**config.mk**
```make
export PLATFORM = sky130hd
export DESIGN_NAME = pdreq_capture
export DESIGN_NICKNAME = d
export VERILOG_FILES = /design/src/rtl/pdreq_pkg.sv /design/src/rtl/pdreq_qualify.sv /design/src/rtl/pdreq_stage.sv /design/src/rtl/pdreq_regfile.sv /design/src/rtl/pdreq_capture.sv
export SDC_FILE = /design/constraint.sdc
export NUM_CORES = 1
export LEC_CHECK = 0
export ABC_AREA = 1
export BUFFER_PORTS_ARGS = -buffer_cell sky130_fd_sc_hd__clkbuf_2
export CORE_ASPECT_RATIO = 0.9
export CORE_MARGIN = 5
export CORE_UTILIZATION = 55
export CTS_BUF_LIST = sky130_fd_sc_hd__clkbuf_4 sky130_fd_sc_hd__clkbuf_8 sky130_fd_sc_hd__clkbuf_16
export DETAILED_ROUTE_END_ITERATION = 8
export GPL_TIMING_DRIVEN = 0
export PLACE_DENSITY = 0.8
export SETUP_SLACK_MARGIN = 0.02
export SYNTH_ARGS = -nofsm -noshare
export SYNTH_HDL_FRONTEND = slang
export SYNTH_SLANG_ARGS = --single-unit
```
**constraint.sdc**
```tcl
create_clock -name clk -period 1.9 [get_ports clk]
set_clock_uncertainty 0.05 [all_clocks]
set_input_delay 0.19 -clock clk [delete_from_list [all_inputs] [get_ports clk]]
set_output_delay 0.19 -clock clk [all_outputs]
set_load 0.02 [all_outputs]
```
**src/rtl/pdreq_pkg.sv**
```systemverilog
`timescale 1ns/1ps
package pdreq_pkg;
    localparam int unsigned WORD_W   = 32;
    localparam int unsigned SEC_W    = 32;
    localparam int unsigned NS_W     = 30;
    localparam int unsigned CORR_W   = 64;
    localparam int unsigned MSG_W    = 4;
    localparam int unsigned VER_W    = 4;
    localparam int unsigned DOM_W    = 8;
    localparam int unsigned REG_NUM  = 4;
    localparam int unsigned ADDR_W   = $clog2(REG_NUM);
    localparam int unsigned CF_WORDS = CORR_W / WORD_W;
    localparam int unsigned AUTO_BIT = WORD_W - 1;
    localparam int unsigned PAD_W    = WORD_W - NS_W - 1;

    localparam logic [MSG_W-1:0] MSG_PEER_REQ = MSG_W'(2);
    localparam logic [VER_W-1:0] VER_LEGACY   = VER_W'(1);

    localparam logic [ADDR_W-1:0] ADR_SEC   = ADDR_W'(0);
    localparam logic [ADDR_W-1:0] ADR_NS    = ADDR_W'(1);
    localparam int unsigned       CF_BASE   = 2;

    typedef struct packed {
        logic [SEC_W-1:0]  sec;
        logic [NS_W-1:0]   ns;
        logic [CORR_W-1:0] corr;
    } cap_t;

    typedef struct packed {
        logic hdr_seen;
        logic hdr_ok;
        logic ts_seen;
        cap_t data;
    } stage_t;

    typedef struct packed {
        logic [SEC_W-1:0]  sec;
        logic              auto_en;
        logic [NS_W-1:0]   ns;
        logic [CORR_W-1:0] corr;
    } regs_t;
endpackage

```
**src/rtl/pdreq_qualify.sv**
```systemverilog
`timescale 1ns/1ps
module pdreq_qualify
    import pdreq_pkg::*;
(
    input  logic [MSG_W-1:0] msg_type,
    input  logic [VER_W-1:0] version,
    input  logic [DOM_W-1:0] domain,
    input  logic             alt_master,
    input  logic             ver_chk_en,
    input  logic [VER_W-1:0] cfg_version,
    input  logic             dom_chk_en,
    input  logic [DOM_W-1:0] cfg_domain,
    input  logic             alt_chk_en,
    input  logic             cfg_alt_master,
    output logic             hdr_pass
);
    logic type_ok, legacy, ver_ok, dom_ok, alt_ok;

    always_comb begin
        type_ok  = (msg_type == MSG_PEER_REQ);
        legacy   = (version == VER_LEGACY);
        ver_ok   = !ver_chk_en || (version == cfg_version);
        dom_ok   = !dom_chk_en || (domain == cfg_domain);
        alt_ok   = !alt_chk_en || (alt_master == cfg_alt_master);
        hdr_pass = type_ok && !legacy && ver_ok && dom_ok && alt_ok;
    end

    always_comb begin
        if (legacy) assert_legacy_reject_R6: assert (!hdr_pass);
    end
endmodule

```
**src/rtl/pdreq_stage.sv**
```systemverilog
`timescale 1ns/1ps
module pdreq_stage
    import pdreq_pkg::*;
(
    input  logic              clk,
    input  logic              rst_n,
    input  logic              sof,
    input  logic              eof,
    input  logic              fcs_ok,
    input  logic              udp_ok,
    input  logic              is_ip,
    input  logic              fcs_chk_en,
    input  logic              udp_chk_en,
    input  logic              hdr_valid,
    input  logic              hdr_pass,
    input  logic [CORR_W-1:0] hdr_corr,
    input  logic              ts_valid,
    input  logic [SEC_W-1:0]  ts_sec,
    input  logic [NS_W-1:0]   ts_ns,
    input  logic              auto_en,
    output logic              commit,
    output cap_t              commit_data
);
    stage_t st_d, st_q;
    logic   integ_ok;

    always_comb begin
        st_d = st_q;
        if (hdr_valid) begin
            st_d.hdr_seen  = 1'b1;
            st_d.hdr_ok    = hdr_pass;
            st_d.data.corr = hdr_corr;
        end
        if (ts_valid) begin
            st_d.ts_seen  = 1'b1;
            st_d.data.sec = ts_sec;
            st_d.data.ns  = ts_ns;
        end
        if (sof || eof) begin
            st_d.hdr_seen = 1'b0;
            st_d.hdr_ok   = 1'b0;
            st_d.ts_seen  = 1'b0;
        end

        integ_ok = (!fcs_chk_en || fcs_ok) &&
                   (!udp_chk_en || !is_ip || udp_ok);
        commit = eof && auto_en && st_q.hdr_seen && st_q.hdr_ok &&
                 st_q.ts_seen && integ_ok;
        commit_data = st_q.data;
    end

    always_ff @(posedge clk) begin
        if (!rst_n) st_q <= '0;
        else        st_q <= st_d;
    end

    assert_frame_bound_clear_R12: assert property (@(posedge clk) disable iff (!rst_n)
        (sof || eof) |=> (!st_q.hdr_seen && !st_q.ts_seen));
    assert_commit_after_hdr_R10: assert property (@(posedge clk) disable iff (!rst_n)
        $rose(st_q.hdr_seen) |-> $past(hdr_valid));
endmodule

```
**src/rtl/pdreq_regfile.sv**
```systemverilog
`timescale 1ns/1ps
module pdreq_regfile
    import pdreq_pkg::*;
(
    input  logic              clk,
    input  logic              rst_n,
    input  logic              commit,
    input  cap_t              commit_data,
    input  logic              wr_en,
    input  logic [ADDR_W-1:0] addr,
    input  logic [WORD_W-1:0] wdata,
    output logic [WORD_W-1:0] rdata,
    output logic              auto_en
);
    regs_t rf_d, rf_q;
    logic [WORD_W-1:0] words [REG_NUM];

    always_comb begin
        rf_d = rf_q;
        if (commit) begin
            rf_d.sec  = commit_data.sec;
            rf_d.ns   = commit_data.ns;
            rf_d.corr = commit_data.corr;
        end else if (wr_en) begin
            if (addr == ADR_SEC) rf_d.sec = wdata[SEC_W-1:0];
            if (addr == ADR_NS) begin
                rf_d.auto_en = wdata[AUTO_BIT];
                rf_d.ns      = wdata[NS_W-1:0];
            end
            for (int g = 0; g < CF_WORDS; g++) begin
                if (addr == ADDR_W'(CF_BASE + g))
                    rf_d.corr[CORR_W-1-g*WORD_W -: WORD_W] = wdata;
            end
        end
    end

    always_ff @(posedge clk) begin
        if (!rst_n) rf_q <= '0;
        else        rf_q <= rf_d;
    end

    assign words[ADR_SEC] = rf_q.sec;
    assign words[ADR_NS]  = {rf_q.auto_en, {PAD_W{1'b0}}, rf_q.ns};
    for (genvar g = 0; g < CF_WORDS; g++) begin : g_cf_word
        assign words[CF_BASE+g] = rf_q.corr[CORR_W-1-g*WORD_W -: WORD_W];
    end

    assign rdata   = words[addr];
    assign auto_en = rf_q.auto_en;

    assert_hw_wins_R11: assert property (@(posedge clk) disable iff (!rst_n)
        commit |=> (rf_q.sec == $past(commit_data.sec) &&
                    rf_q.ns == $past(commit_data.ns) &&
                    rf_q.corr == $past(commit_data.corr)));
    assert_auto_kept_R11: assert property (@(posedge clk) disable iff (!rst_n)
        commit |=> $stable(rf_q.auto_en));
    assert_idle_stable_R10: assert property (@(posedge clk) disable iff (!rst_n)
        (!commit && !wr_en) |=> $stable(rf_q));
    assert_sw_write_R2: assert property (@(posedge clk) disable iff (!rst_n)
        (wr_en && !commit && addr == ADR_SEC) |=> rf_q.sec == $past(wdata));
endmodule

```
**src/rtl/pdreq_capture.sv**
```systemverilog
`timescale 1ns/1ps
module pdreq_capture
    import pdreq_pkg::*;
(
    input  logic              clk,
    input  logic              rst_n,
    input  logic              frm_sof,
    input  logic              frm_eof,
    input  logic              eof_fcs_ok,
    input  logic              eof_udp_ok,
    input  logic              eof_is_ip,
    input  logic              hdr_valid,
    input  logic [MSG_W-1:0]  hdr_msg_type,
    input  logic [VER_W-1:0]  hdr_version,
    input  logic [DOM_W-1:0]  hdr_domain,
    input  logic              hdr_alt_master,
    input  logic [CORR_W-1:0] hdr_corr,
    input  logic              ts_valid,
    input  logic [SEC_W-1:0]  ts_sec,
    input  logic [NS_W-1:0]   ts_ns,
    input  logic              cfg_ver_chk_en,
    input  logic [VER_W-1:0]  cfg_version,
    input  logic              cfg_dom_chk_en,
    input  logic [DOM_W-1:0]  cfg_domain,
    input  logic              cfg_alt_chk_en,
    input  logic              cfg_alt_master,
    input  logic              cfg_fcs_chk_en,
    input  logic              cfg_udp_chk_en,
    input  logic              reg_wr_en,
    input  logic [ADDR_W-1:0] reg_addr,
    input  logic [WORD_W-1:0] reg_wdata,
    output logic [WORD_W-1:0] reg_rdata
);
    logic hdr_pass, commit, auto_en;
    cap_t commit_data;

    pdreq_qualify u_qualify (
        .msg_type       (hdr_msg_type),
        .version        (hdr_version),
        .domain         (hdr_domain),
        .alt_master     (hdr_alt_master),
        .ver_chk_en     (cfg_ver_chk_en),
        .cfg_version    (cfg_version),
        .dom_chk_en     (cfg_dom_chk_en),
        .cfg_domain     (cfg_domain),
        .alt_chk_en     (cfg_alt_chk_en),
        .cfg_alt_master (cfg_alt_master),
        .hdr_pass       (hdr_pass)
    );

    pdreq_stage u_stage (
        .clk         (clk),
        .rst_n       (rst_n),
        .sof         (frm_sof),
        .eof         (frm_eof),
        .fcs_ok      (eof_fcs_ok),
        .udp_ok      (eof_udp_ok),
        .is_ip       (eof_is_ip),
        .fcs_chk_en  (cfg_fcs_chk_en),
        .udp_chk_en  (cfg_udp_chk_en),
        .hdr_valid   (hdr_valid),
        .hdr_pass    (hdr_pass),
        .hdr_corr    (hdr_corr),
        .ts_valid    (ts_valid),
        .ts_sec      (ts_sec),
        .ts_ns       (ts_ns),
        .auto_en     (auto_en),
        .commit      (commit),
        .commit_data (commit_data)
    );

    pdreq_regfile u_regfile (
        .clk         (clk),
        .rst_n       (rst_n),
        .commit      (commit),
        .commit_data (commit_data),
        .wr_en       (reg_wr_en),
        .addr        (reg_addr),
        .wdata       (reg_wdata),
        .rdata       (reg_rdata),
        .auto_en     (auto_en)
    );

    assert_commit_at_eof_R3: assert property (@(posedge clk) disable iff (!rst_n)
        commit |-> (frm_eof && auto_en));
    assert_no_update_when_off_R4: assert property (@(posedge clk) disable iff (!rst_n)
        (!auto_en && !reg_wr_en) |=> $stable(reg_rdata) || !$stable(reg_addr));
endmodule

```
* Yosys cells after proc, flatten, opt, wreduce, memory -nomap -nowiden
Index checks and enable logic that the tools add are counted.
Cells by class: order comparisons 1, equality and inequality tests 8, mux-type cells 10, bitwise logic cells 3, reductions and logical operators 36
Operators with widths (count):
- 2-to-1 mux 32 bit | 6
- 2-to-1 mux 127 bit | 1
- 2-to-1 mux 94 bit | 1
- binary-select mux 32 bit (select 2 bit) | 1
- 2-to-1 mux 31 bit | 1
- logical AND 1 bit | 10
- nonzero test 2 bit | 5
- == test 8 bit | 1
- AND reduction 2 bit | 4
- zero test 1 bit | 7
- logical OR 1 bit | 7
- == test 2 bit, second input constant | 2
- == test 4 x 1 -> 1 bit, second input constant | 1
- == test 4 x 2 -> 1 bit, second input constant | 1
- == test 4 bit | 1
- greater-or-equal comparator 3 bit, second input constant | 1
- NOT 2 -> 3 bit | 1
- AND reduction 3 bit | 1
- == test 2 x 1 -> 1 bit, second input constant | 1
- zero test 2 bit | 1
- NOT 1 bit | 2
- OR reduction 2 bit | 1
- == test 1 bit | 1
Storage, ports and cells: register bits 256, bits of input ports 205, output and inout port bits 32

* Longest topological paths before layout
word-level depth 7, mapped depth 10, mapped depth without buffers 9

* Cells and area by module
A second synthesis with hierarchy kept.
Second synthesis, totals: cell total of the unflattened synthesis 1918, area, all modules 12774.8 um^2
By module, submodules not included:
- pdreq_regfile | times used 1, cells each 1149, area an instance 6874.1 um^2, sequential area each 2542.4 um^2
- pdreq_stage | times used 1, cells each 694, area an instance 5606.6 um^2, sequential area each 2582.5 um^2
- pdreq_qualify | times used 1, cells each 75, area an instance 294.0 um^2, sequential area each 0.0 um^2

* Worst setup path before layout
OpenSTA, ideal clock, no wires.
path kind flip-flop to flip-flop, from register u_regfile.rf_q (netlist bit u_regfile.auto_en), to register u_regfile.rf_q[116] in the netlist's numbering, data arrival time 1.201 ns, path slack 0.539 ns, stages on the path, launching flop included 10, path buffers 2, clock period less this slack 1.361 ns, cells stage by stage dfxtp_1 -> nand2_1 -> nor2_1 -> nand3_2 -> buf_2 -> buf_2 -> nand3_1 -> nand3_1 -> nand2_1 -> inv_1
On the way: longest elaborated chain between the ends 7, elaborated cells on any way between the ends 9
RTL lines:
- start: declaration | RTL line pdreq_regfile.sv:15 | regs_t rf_d, rf_q;
- start signal: assignment | RTL line pdreq_regfile.sv:39 | else rf_q <= rf_d;
- logical AND 1 bit * (4 in series) | RTL line pdreq_stage.sv:47 | commit = eof && auto_en && st_q.hdr_seen && st_q.hdr_ok &&
- logical AND 1 bit * | RTL line pdreq_stage.sv:48 | st_q.ts_seen && integ_ok;
- nonzero test 2 bit (no source line)
- AND reduction 2 bit (no source line)
Mark *: on every way between the ends. The rest lies on a longest branch, timed or not. A chain may end at the register's enable or synchronous reset.

* Final worst setup path
from register u_regfile.rf_q (netlist bit u_regfile.auto_en), to register u_regfile.rf_q[32] in the netlist's numbering
The elaborated chain is that of the path after synthesis.

==> results.md <==
| Step | Result | Value |
| --- | --- | --- |
| run status | Result of the run | completed |
| die | Placement Rows | 50 |
| route | Average wire per standard cell | 18.2 um |
| route | Detail-routed via count per cell | 5.73 |
| die | Die boundary width | 162 um |
| cells and area | # fillers | 1565 |
| die | Die span in y | 147 um |
| synthesis | Sequential-to-total area share from yosys stat | 44.5% |
| critical path | Series of cell instances along the critical path | nand2_1, nor2_1, nand3_4, buf_2, buf_2, nand4_1, nand3_1, nand2_1, inv_1 |
| route | Remaining number of nets flagged by the antenna check after routing | 0 |
| synthesis | Gate Count Post-Synth | 1672 |
| die | Floorplan die area | 23900 um^2 |
| cells and area | Post-layout util | 75.6% |
| cells and area | Share of layout cells above drive strength 1 | 16.5% |
| critical path | Cell class contributing the biggest share of worst-path delay | simple AND/OR/NAND/NOR gates |
| placement | Half-perimeter wire length of the detailed placement result | 29800 um |
| global route | Pin count of the biggest net entering global routing | 15 |
| synthesis | Unique cell type count in the Yosys netlist | 18 |
| cts | Clock-pin slew of the registers on the worst-case setup and hold paths | 0.07 ns |
| critical path | Reg2reg start | u_regfile.auto_en |
| worst hold path | Hold Path Origin | reg_wdata[30] |
| cells and area | Most common cell after layout, fill and taps aside | sky130_fd_sc_hd__nor2_1 |
| cells and area | Area of combinational cells with multiple inputs | 5340 um^2 |
| die | I/O pin count | 237 |
| run | MaxCap Viol Count | 0 |
| critical path | Start point of the critical path | u_regfile.auto_en |
| critical path | CP max stage cell | sky130_fd_sc_hd__dfxtp_2 |
| pwr | Pwr/cell area | 842 nW/um^2 |
| timing | Setup violations, final | 0 |
| placement | Inst Count DP | 2190 |
| global route | First-pass GRT wire length | 68000 um |
| synthesis | Area leader, netlist | sky130_fd_sc_hd__dfxtp_1 |
| critical path | CP Data Arrival Time | 2.28 ns |
| cts | Clk root buf | sky130_fd_sc_hd__clkbuf_16 |
| global route | Global-route usage over all layers | 35.0% |
| synthesis | Fraction of post-synthesis cell area in the top cell type by area | 44.5% |
| timing | Ratio of final minimum period to clock period | 99.9% |
| cells and area | Commonest cells after routing, fill and taps aside | sky130_fd_sc_hd__nor2_1 (327), sky130_fd_sc_hd__nand2_1 (275), sky130_fd_sc_hd__dfxtp_1 (255) |
| route | Sum of routed wire length over all layers | 43700 um |
| critical path | CP Max Fanout | 10 |
| route | Post-detailed-route DRC marker count | 0 |
| synthesis | Netlist area before placement | 11500 um^2 |
| route | Number of vias in the routed layout | 13800 |
| critical path | Kind of end point of the critical path | flop |
| placement | Weighted congestion reported at the end of routability-driven placement | 0.987 |
| synthesis | Avg Cell Area, Syn | 6.88 um^2 |
| die | Core box area | 20700 um^2 |
| global route | Total congestion overflow | 0 |
| synthesis | Largest cells by area after synthesis | sky130_fd_sc_hd__dfxtp_1 (45%), sky130_fd_sc_hd__nor2_1 (11%), sky130_fd_sc_hd__nand2_1 (9.0%), sky130_fd_sc_hd__nand3_1 (8.8%), sky130_fd_sc_hd__o21ai_0 (6.8%) |
| cells and area | Area growth from synthesis to layout | 36.1% |
| cells and area | Storage element area | 5130 um^2 |
| synthesis | Syn Nets | 1877 |
| route | Iteration-0 DRC count of the detailed router | 1718 |
| route | First drt pass iteration count | 6 |
| timing | Worst Max-Slew Pin Slew | 0.724 ns |
| synthesis | Synth warn | 0 |
| pwr | Worst IR Drop VDD | 0.522 mV |
| critical path | Required time reported for the critical path endpoint | 2.28 ns |
| pwr | Static Leakage | 7.75 nW |
| cts | Number of clock sinks | 256 |
| placement | Port Buffers | 232 |
| cts | Number of clock buffers inserted by TritonCTS | 26 |
| worst hold path | Hold Path Class | in2reg |
| cells and area | Cell Count, Final, Fillers Out | 2403 |
| global route | Initial antenna violation count | 2 |
| timing | Post-layout min period | 1.90 ns |
| cts | Maximum buffer depth of the clock tree | 3 |
| timing | Summed negative setup slack over all endpoints | 0 ns |
| cts | H-tree depth | 1 |
| synthesis | Flop and latch count out of synthesis | 256 |
| critical path | Startpoint-to-endpoint class of the critical path | reg2reg |
| cts | TritonCTS clock tree | done |
| critical path | Element type at the critical path start | flop |
| cts | Clock latency on the worst-skew pair | 0.54 ns |
| timing | Final Hold Viols | 0 |
| global route | Via count of the first global-routing pass | 13400 |
| die | Initial core utilization | 55.6% |
| timing | Max-slew violations | 0 |
| critical path | Largest stage delay on the critical path | 0.39 ns |
| cells and area | Final net count | 2300 |
| timing | Fmax | 527 MHz |
| timing | Slew Limit Headroom | 51.7% |
| critical path | Buffering stage count on the worst path with inverters included | 3 |
==> registers in the layout, indices dropped and copies added (netlist names) <==
| name | count |
|---|---|
| u_regfile.auto_en | 1 |
| u_stage.commit_data | 126 |
| u_regfile.rf_q | 126 |
| u_stage.st_q | 3 |
==> power breakdown <==
group	total [mW]	internal (mW)	leakage [nW]	switching, mW
Sequential	5.82	5.66	2.11	0.166
Combinational	1.64	0.700	5.16	0.945
Clock	5.73	3.50	0.478	2.23
==> synth_stat cells (all sizes together) <==
| cell type | n |
|---|---|
| nor2 | 327 |
| nand2 | 276 |
| dfxtp | 256 |
| nand3 | 203 |
| o21ai | 157 |
| inv | 121 |
| nand4 | 97 |
| buf | 80 |
| clkbuf | 59 |
| a22oi | 56 |
| nor3 | 30 |
| xnor2 | 5 |
| a21oi | 4 |
| nand3b | 1 |
==> final timing paths <==
path	slack (ns)	end	depth (start not counted)
min	0.02	u_regfile.rf_q[62]	5
max reg2reg	0.002	u_regfile.rf_q[32]	9
max	0.002	u_regfile.rf_q[32]	9
min reg2reg	0.44	u_stage.st_q[126]	2
==> cell type report <==
cell class / count / area share (%)
Buffer: 139 / 3.99
Sequential cell: 256 / 32.7
Inverter: 121 / 2.92
Tap cell: 286 / 2.28
Antenna cell: 2 / 0.0320
Clock buffer: 33 / 4.84
Timing Repair Buffer: 395 / 17.8
Multi-Input combinational cell: 1156 / 34.1
Clock inverter: 15 / 1.31
==> timing repair <==
item / in CTS / in global routing
endpoints found under the setup margin: 87 / 80
buffers inserted: 0 / 1
endpoints found under the hold margin: 160 / 0
hold buffers: 162 / 0
pin swaps: 0 / 1
gates resized for setup: 11 / 13
==> per-layer routing <==
layer	wire length (um)	track usage [%]	part of all wire, %
met5	0	0	0
met4	2910	19.6	6.6
met3	4220	6.59	9.6
met2	20100	57.1	46
met1	16500	43.6	38
==> kinds of logic (layout without fill, tap and decap cells) <==
kind of cell	Yosys count	after routing	share of synthesized area, %
XOR/XNOR	5	5	0.381
buffers and inverters	260	703	9.22
AO/OA/AOI/OAI	217	217	10.7
flip-flops	256	256	44.5
AND/OR/NAND/NOR	934	934	35.2
other	0	2	0
==> through the flow <==
stage / instance area [um^2] / hold slack [ns] / power, mW / worst slack [ns]
after floorplan: 11500 / 0.275 / 6.63 / 0.539
final: 15700 / 0.0242 / 13.2 / 0.00173
after global routing: 15700 / 0.0937 / 13.6 / -0.0149
after detailed placement: 13000 / 0.368 / 7.22 / -0.0772
after CTS: 15600 / 0.0105 / 13.1 / 0.0284
after global placement: 13000 / 0.360 / 7.19 / -0.0577
==> worst register-to-register path, stage by stage (launching register included) <==
cell and delay, ns:
sky130_fd_sc_hd__dfxtp_2 0.39, sky130_fd_sc_hd__nand2_1 0.08, sky130_fd_sc_hd__nor2_1 0.20, sky130_fd_sc_hd__nand3_4 0.21, sky130_fd_sc_hd__buf_2 0.26, sky130_fd_sc_hd__buf_2 0.23, sky130_fd_sc_hd__nand4_1 0.13, sky130_fd_sc_hd__nand3_1 0.11
sky130_fd_sc_hd__nand2_1 0.09, sky130_fd_sc_hd__inv_1 0.05
(Power assumes the default switching activity.)
